==> src/rtl/clkdiv_pkg.sv <==
package clkdiv_pkg;
  localparam int NUM_DIV  = 5;
  localparam int IDX_W    = 3;
  localparam int CODE_W   = 3;
  localparam int CNT_W    = 7;
  localparam int MC_W     = 17;
  localparam int CNT_LSB  = 8;
  localparam int SR_BIT   = 16;

  typedef enum logic [2:0] {
    OP_NONE, OP_SR_CLR, OP_SR_SET, OP_DIV, OP_REFR
  } op_e;

  typedef enum logic [1:0] {ST_IDLE, ST_RUN, ST_WAIT} st_e;

  function automatic logic [CODE_W-1:0] idx_to_code(input logic [IDX_W-1:0] i);
    case (i)
      3'd0:    return 3'b000;
      3'd1:    return 3'b001;
      3'd2:    return 3'b011;
      3'd3:    return 3'b010;
      default: return 3'b100;
    endcase
  endfunction

  function automatic int unsigned idx_to_div(input logic [IDX_W-1:0] i);
    case (i)
      3'd0:    return 1;
      3'd1:    return 2;
      3'd2:    return 4;
      3'd3:    return 6;
      default: return 8;
    endcase
  endfunction

  function automatic logic [CNT_W-1:0] refr_count(input longint unsigned hz,
                                                  input int unsigned div);
    longint unsigned v;
    v = (hz * 64'd7800) / (64'd64 * longint'(div) * 64'd1_000_000_000);
    return v[CNT_W-1:0];
  endfunction

  // Intermediate hop: /1 <-> divisors above /2 always pass through /2.
  function automatic logic [IDX_W-1:0] next_hop(input logic [IDX_W-1:0] cur,
                                                input logic [IDX_W-1:0] fin);
    if ((cur == 3'd0 && fin > 3'd1) || (cur > 3'd1 && fin == 3'd0))
      return 3'd1;
    return fin;
  endfunction
endpackage

==> src/rtl/clkdiv_refr_table.sv <==
module clkdiv_refr_table
  import clkdiv_pkg::*;
#(
  parameter longint unsigned CLK_HZ = 64'd400_000_000
) (
  input  logic [IDX_W-1:0] idx,
  output logic [CNT_W-1:0] cnt
);
  logic [CNT_W-1:0] tbl [NUM_DIV];

  for (genvar g = 0; g < NUM_DIV; g++) begin : g_ent
    localparam logic [CNT_W-1:0] VAL = refr_count(CLK_HZ, idx_to_div(IDX_W'(g)));
    assign tbl[g] = VAL;
  end

  always_comb begin
    cnt = '0;
    for (int i = 0; i < NUM_DIV; i++)
      if (idx == IDX_W'(i)) cnt = tbl[i];
  end
endmodule

==> src/rtl/clkdiv_leg_plan.sv <==
module clkdiv_leg_plan
  import clkdiv_pkg::*;
(
  input  logic [IDX_W-1:0] from_idx,
  input  logic [IDX_W-1:0] to_idx,
  input  logic [1:0]       step,
  output op_e              op,
  output logic             last,
  output logic             slow
);
  op_e        ops [3];
  logic [1:0] n_ops;

  always_comb begin
    ops[0] = OP_NONE;
    ops[1] = OP_NONE;
    ops[2] = OP_NONE;
    n_ops  = 2'd2;
    slow   = 1'b0;
    if (from_idx == 3'd1 && to_idx == 3'd0) begin
      ops[0] = OP_SR_CLR; ops[1] = OP_DIV; ops[2] = OP_REFR; n_ops = 2'd3;
    end else if (from_idx == 3'd0 && to_idx == 3'd1) begin
      ops[0] = OP_REFR; ops[1] = OP_DIV; ops[2] = OP_SR_SET; n_ops = 2'd3;
      slow   = 1'b1;
    end else if (from_idx < to_idx) begin
      ops[0] = OP_REFR; ops[1] = OP_DIV;
    end else begin
      ops[0] = OP_DIV; ops[1] = OP_REFR;
      slow   = 1'b1;
    end
    op   = (step < 2'd3) ? ops[step] : OP_NONE;
    last = (step == n_ops - 2'd1);
  end
endmodule

==> src/rtl/clkdiv_wait_timer.sv <==
module clkdiv_wait_timer #(
  parameter int W = 17
) (
  input  logic         clk,
  input  logic         rst_n,
  input  logic         load,
  input  logic [W-1:0] load_val,
  output logic         expired
);
  logic [W-1:0] cnt_q, cnt_d;
  logic         cnt_en;

  always_comb begin
    cnt_en = load || (cnt_q != '0);
    cnt_d  = load ? load_val : cnt_q - W'(1);
  end

  always_ff @(posedge clk or negedge rst_n) begin
    if (!rst_n)      cnt_q <= '0;
    else if (cnt_en) cnt_q <= cnt_d;
  end

  assign expired = (cnt_q == W'(1));
endmodule

==> src/rtl/clkdiv_step_seq.sv <==
module clkdiv_step_seq
  import clkdiv_pkg::*;
#(
  parameter longint unsigned CLK_HZ = 64'd400_000_000,
  parameter int PLL_LOCK_CYC        = 16,
  parameter int DRAIN_MARGIN        = 8
) (
  input  logic              clk,
  input  logic              rst_n,
  input  logic              req_valid,
  input  logic [IDX_W-1:0]  req_idx,
  output logic              req_ack,
  output logic              req_err,
  output logic              busy,
  output logic [CODE_W-1:0] div_sel,
  output logic [MC_W-1:0]   mem_ctrl
);
  localparam int MAX_DRAIN = 64 * 2 * ((1 << CNT_W) - 1) * 8;
  localparam int WAIT_W    = $clog2(MAX_DRAIN + DRAIN_MARGIN + PLL_LOCK_CYC + 1);
  localparam logic [CNT_W-1:0] RST_CNT = refr_count(CLK_HZ, 1);

  st_e              state_q, state_d;
  logic [IDX_W-1:0] div_q, div_d, from_q, from_d, tgt_q, tgt_d, fin_q, fin_d;
  logic [1:0]       step_q, step_d;
  logic             sr_q, sr_d, ack_q, ack_d, err_q, err_d;
  logic [CNT_W-1:0] cnt_q, cnt_d, new_cnt;
  op_e              cur_op;
  logic             last_step, slow_leg, tmr_load, tmr_exp, adv;
  logic [WAIT_W-1:0] tmr_val, drain_len;

  clkdiv_refr_table #(.CLK_HZ(CLK_HZ)) u_tbl (.idx(tgt_q), .cnt(new_cnt));

  clkdiv_leg_plan u_plan (
    .from_idx(from_q), .to_idx(tgt_q), .step(step_q),
    .op(cur_op), .last(last_step), .slow(slow_leg)
  );

  clkdiv_wait_timer #(.W(WAIT_W)) u_tmr (
    .clk(clk), .rst_n(rst_n), .load(tmr_load), .load_val(tmr_val), .expired(tmr_exp)
  );

  assign drain_len = (WAIT_W'(cnt_q) + WAIT_W'(new_cnt)) * WAIT_W'(64)
                   * WAIT_W'(idx_to_div(from_q)) + WAIT_W'(DRAIN_MARGIN);

  always_comb begin
    state_d  = state_q;
    div_d    = div_q;
    from_d   = from_q;
    tgt_d    = tgt_q;
    fin_d    = fin_q;
    step_d   = step_q;
    sr_d     = sr_q;
    cnt_d    = cnt_q;
    ack_d    = 1'b0;
    err_d    = 1'b0;
    tmr_load = 1'b0;
    tmr_val  = WAIT_W'(PLL_LOCK_CYC);
    adv      = 1'b0;
    case (state_q)
      ST_IDLE: if (req_valid) begin
        if (req_idx >= IDX_W'(NUM_DIV)) begin
          err_d = 1'b1;
        end else if (req_idx == div_q) begin
          ack_d = 1'b1;
        end else begin
          fin_d   = req_idx;
          from_d  = div_q;
          tgt_d   = next_hop(div_q, req_idx);
          step_d  = 2'd0;
          state_d = ST_RUN;
        end
      end
      ST_RUN: case (cur_op)
        OP_SR_CLR: begin sr_d = 1'b0; adv = 1'b1; end
        OP_SR_SET: begin sr_d = 1'b1; adv = 1'b1; end
        OP_DIV: begin
          div_d    = tgt_q;
          tmr_load = 1'b1;
          state_d  = ST_WAIT;
        end
        OP_REFR: begin
          cnt_d = new_cnt;
          if (slow_leg && !sr_q) begin
            tmr_load = 1'b1;
            tmr_val  = drain_len;
            state_d  = ST_WAIT;
          end else begin
            adv = 1'b1;
          end
        end
        default: adv = 1'b1;
      endcase
      ST_WAIT: adv = tmr_exp;
      default: state_d = ST_IDLE;
    endcase
    if (adv) begin
      if (!last_step) begin
        step_d  = step_q + 2'd1;
        state_d = ST_RUN;
      end else if (tgt_q == fin_q) begin
        ack_d   = 1'b1;
        state_d = ST_IDLE;
      end else begin
        from_d  = tgt_q;
        tgt_d   = fin_q;
        step_d  = 2'd0;
        state_d = ST_RUN;
      end
    end
  end

  always_ff @(posedge clk or negedge rst_n) begin
    if (!rst_n) begin
      state_q <= ST_IDLE;
      div_q   <= '0;
      from_q  <= '0;
      tgt_q   <= '0;
      fin_q   <= '0;
      step_q  <= '0;
      sr_q    <= 1'b0;
      cnt_q   <= RST_CNT;
      ack_q   <= 1'b0;
      err_q   <= 1'b0;
    end else begin
      state_q <= state_d;
      div_q   <= div_d;
      from_q  <= from_d;
      tgt_q   <= tgt_d;
      fin_q   <= fin_d;
      step_q  <= step_d;
      sr_q    <= sr_d;
      cnt_q   <= cnt_d;
      ack_q   <= ack_d;
      err_q   <= err_d;
    end
  end

  always_comb begin
    mem_ctrl                    = '0;
    mem_ctrl[SR_BIT]            = sr_q;
    mem_ctrl[CNT_LSB +: CNT_W]  = cnt_q;
  end

  assign div_sel = idx_to_code(div_q);
  assign busy    = (state_q != ST_IDLE);
  assign req_ack = ack_q;
  assign req_err = err_q;
endmodule

==> config.mk <==
export PLATFORM = sky130hd
export DESIGN_NAME = clkdiv_step_seq
export DESIGN_NICKNAME = d
export VERILOG_FILES = /design/src/rtl/clkdiv_pkg.sv /design/src/rtl/clkdiv_refr_table.sv /design/src/rtl/clkdiv_leg_plan.sv /design/src/rtl/clkdiv_wait_timer.sv /design/src/rtl/clkdiv_step_seq.sv
export SDC_FILE = /design/constraint.sdc
export NUM_CORES = 1
export LEC_CHECK = 0
export ABC_AREA = 0
export ABC_CLOCK_PERIOD_IN_PS = 5560
export BUFFER_PORTS_ARGS = -buffer_cell sky130_fd_sc_hd__buf_2
export CAP_MARGIN = 40
export CORE_ASPECT_RATIO = 0.7
export CORE_MARGIN = 5
export CORE_UTILIZATION = 35
export CTS_BUF_LIST = sky130_fd_sc_hd__clkbuf_2
export DETAILED_ROUTE_END_ITERATION = 12
export PLACE_DENSITY = 0.48
export SETUP_SLACK_MARGIN = 0.2
export SYNTH_ARGS = -nofsm -noshare
export SYNTH_HDL_FRONTEND = slang
export SYNTH_SLANG_ARGS = --single-unit
==> constraint.sdc <==
create_clock -name clk -period 5.56 [get_ports clk]
set_clock_uncertainty 0.2 [all_clocks]
set_input_delay 0 -clock clk [delete_from_list [all_inputs] [get_ports clk]]
set_output_delay 0 -clock clk [all_outputs]
set_load 0.02 [all_outputs]
==> metrics.txt <==
Nets=452; Setup Slack @ Placement=between 0.6 and 0.7 ns; Final Power=2390 µW; Yosys top cell area share=27.58%; Internal=between 1000 and 1500 µW; status=finished clean; initial antenna violation count=0; worst hold path class=primary input to flop; Post-DP Area=~3700 µm²; Switching Power=1223 µW; minimum clock period=4.939 ns; Adder-Cell Fraction of Synth Area=between 10 and 15%; most frequent cell after synthesis=nor2_1; antenna viol nets, final=0; worst skew pair latency=0.43 ns; Seq/Total Area, Yosys=29.07%; placed cell count=521; crit path max fanout=10; worst vdd ir=approximately 0.00023 V; CTS clk-pin slew, worst paths=around 0.24 ns; Synth Instances=390; number of global-route vias before repair=2,601; mux cell area share after synthesis=around 7.1%; largest area contributor in the netlist=dfrtp_1; complex-gate fraction of the synthesized area=about 14%; via count=around 2,600; first-pass GRT wire length=approximately 13,000 µm; CTS Buf Count=5; diode count=0; Final Cell Area=3829 µm²; via density per instance=4.914; Initial Util=a little over a third; Port Buffers=17; Yosys cell types=66; Comb pwr share=68.6%; Sw Share=51.19%; Pwr Density=624.2 nW/µm²; Sinks on Clock Net=41; Clock Power Share=5.8%; DRC=0; layout cells sized above 1=between 10% and 20%; fin cells=538; Setup CP Type=flop to flop; largest family of logic cells by synthesized area=simple AND/OR/NAND/NOR gates; Setup crit start kind=flop; Setup TNS Final=0 ns; Worst Max-Slew Pin Slew=0.6970 ns; post-DP HPWL=6097 µm; Layout area overhead=8.204%; Post-Synth Simple-Gate Area=19.80%; fillers=984; max-slew violations=0; top post-synthesis cells by count=41 x nor2_1, 39 x dfrtp_1, 28 x ha_1, 28 x inv_1, 21 x xnor2_1; Lkg Pwr=0.001801 µW; relative slew slack=53.36%; final hold violations=0; Flop pwr share=25.5%; Row Count=30; pin count of the biggest net entering global routing=30; Max-Cap Viols=0; syn avg cell area=9.073 µm²; Core ar.=9797 µm²; die area=12,250 µm²; io pins=29; Die X=~130 µm; setup violators final=0; Synthesis Warnings=0; Max Freq=between 200 and 250 MHz; CP Data Arrival Time=5.10 ns; Post-synth ARST share=100.0%; clk root buf=clkbuf_2; H-tree level count=2; Routability Congestion=0.7455; synthesized cell area=about 3500 µm²; die span in y=94.13 µm; post-synthesis sequential element count=41; CP required=approximately 5.7 ns; Initial DRC Count=between 70 and 80; Routed WL=around 7900 µm; main area contributors after synthesis=dfrtp_1 28%, ha_1 9.9%, xnor2_1 5.2%, fa_1 5.1%, nor2_1 4.3%; Worst Slack Setup Final=0.6211 ns; CTS tree=done; GRT overflow=0; Total Routing Usage GR=13.55%; routed length per instance=14.65 µm; CP Capture Type=flop; post-CTS setup repair buffer count=0; commonest register cell after synthesis=dfrtp_1; XOR/XNOR Fraction of Synth Area=6.931%; RSZ-0062 raised after global routing=false; Post-synth EDFFs=0; CTS max path bufs=2; fin crit share=about nine tenths; drt first pass iters=4
[metal layers]
metal  global-route usage, %  wire, µm
met5                       0         0
met2                   18.77      3188
met4                   2.595        44
met3                   2.955       182
met1                   21.25      4465
[worst max-delay path, cell delays in order, from the launching register on]
cell	delay [ns]
dfrtp_1	0.54
inv_1	0.17
nor3_1	0.08
ha_1	0.23
fa_1	0.52
inv_1	0.06
or2_2	0.30
fa_1	0.48
fa_1	0.60
inv_1	0.06
ha_1	0.28
a21o_1	0.17
a21oi_1	0.20
o21bai_1	0.11
a2111oi_0	0.42
nor3_1	0.13
xnor2_1	0.15
o31ai_1	0.19
[path summary, 6_finish.rpt]
path                                      startpoint                     endpoint  slack, ns  depth (start not counted)
worst min register to register  fin_q[0]$_DFFE_PN0P_           tgt_q[0]$_DFF_PN0_       0.37                          2
worst max register to register    tgt_q[2]$_DFF_PN0_  u_tmr.cnt_q[16]$_DFFE_PN0P_       0.62                         17
max in group asynchronous                      rst_n   u_tmr.cnt_q[7]$_DFFE_PN0P_       3.82                          4
min in group asynchronous                      rst_n  u_tmr.cnt_q[13]$_DFFE_PN0P_       0.37                          4
worst min-delay path                      req_idx[0]         fin_q[0]$_DFFE_PN0P_       0.26                          3
worst max-delay path              tgt_q[2]$_DFF_PN0_  u_tmr.cnt_q[16]$_DFFE_PN0P_       0.62                         17
[flip-flops by register name, summed over array words and instances, names as in the netlist]
register     cells
state_q          2
sr_q             1
from_q           3
req_err          1
div_q            3
tgt_q            3
cnt_q            5
step_q           2
req_ack          1
fin_q            3
u_tmr.cnt_q     17
[through the flow]
stage / utilization [%] / hold slack [ns]
floorplan: - / -0.4956
global placement: 37.41 / 0.01600
detailed placement: 37.73 / -0.2756
CTS: 39.08 / 0.2233
global route: 39.08 / 0.2422
finish: 39.08 / 0.2625
[power by group through the flow]
stage / sequential, µW / clock (µW) / combinational (µW)
floorplan: 538 / 0 / 1350
global placement: 610 / 0 / 1620
detailed placement: 617 / 0 / 1630
CTS: 609 / 146 / 1650
global route: 637 / 154 / 1870
finish: 611 / 139 / 1640
[cell usage in the layout, fill, tap and decap left out, types with 2 or more instances in the layout]
| cell type | n |
|---|---|
| o21bai_1 | 3 |
| nand3b_1 | 4 |
| nor2b_1 | 6 |
| conb_1 | 11 |
| nand3_1 | 10 |
| mux2_2 | 13 |
| clkinv_2 | 2 |
| nor2_1 | 41 |
| a31oi_1 | 2 |
| nor4_1 | 5 |
| mux2i_1 | 6 |
| and2_1 | 7 |
| dfrtp_1 | 39 |
| ha_1 | 28 |
| o22ai_1 | 2 |
| and3_1 | 2 |
| nor3_1 | 14 |
| a21oi_1 | 19 |
| nand4_1 | 2 |
| clkbuf_2 | 5 |
| fa_1 | 9 |
| nand2_1 | 20 |
| xor2_1 | 7 |
| or3_1 | 3 |
| o21ai_0 | 10 |
| inv_1 | 28 |
| a22oi_1 | 4 |
| dfstp_2 | 2 |
| a211o_1 | 2 |
| nor3_2 | 2 |
| buf_2 | 17 |
| nand2b_1 | 9 |
| xnor2_1 | 21 |
| dlygate4sd3_1 | 9 |
| a21o_1 | 5 |
| and3b_1 | 2 |
| o31ai_1 | 3 |
| mux2_4 | 3 |
| or2_2 | 2 |
[kinds of logic after synthesis]
logic type	Yosys count
simple gates	135
fa+ha+maj	37
mux	22
compound gates	71
flops	41
other cells	1
xor+xnor	28
buf+inv	55
[area by class of cell]
| class | count | area, µm² | share of cell area [%] |
|---|---|---|---|
| Clock inverter | 3 | 17.52 | 0.4575 |
| Tap cell | 128 | 160.2 | 4.183 |
| Timing Repair Buffer | 29 | 214.0 | 5.588 |
| Sequential cell | 41 | 1028 | 26.86 |
| Inverter | 28 | 105.1 | 2.745 |
| Clock buffer | 5 | 25.02 | 0.6536 |
| Multi-Input combinational cell | 304 | 2278 | 59.51 |
[timing repair]
action | in CTS | in global routing
hold buffers | 9 | 0
endpoints found under the hold margin | 53 | 0
resized for setup | 0 | 0
(Power assumes the default switching activity.)
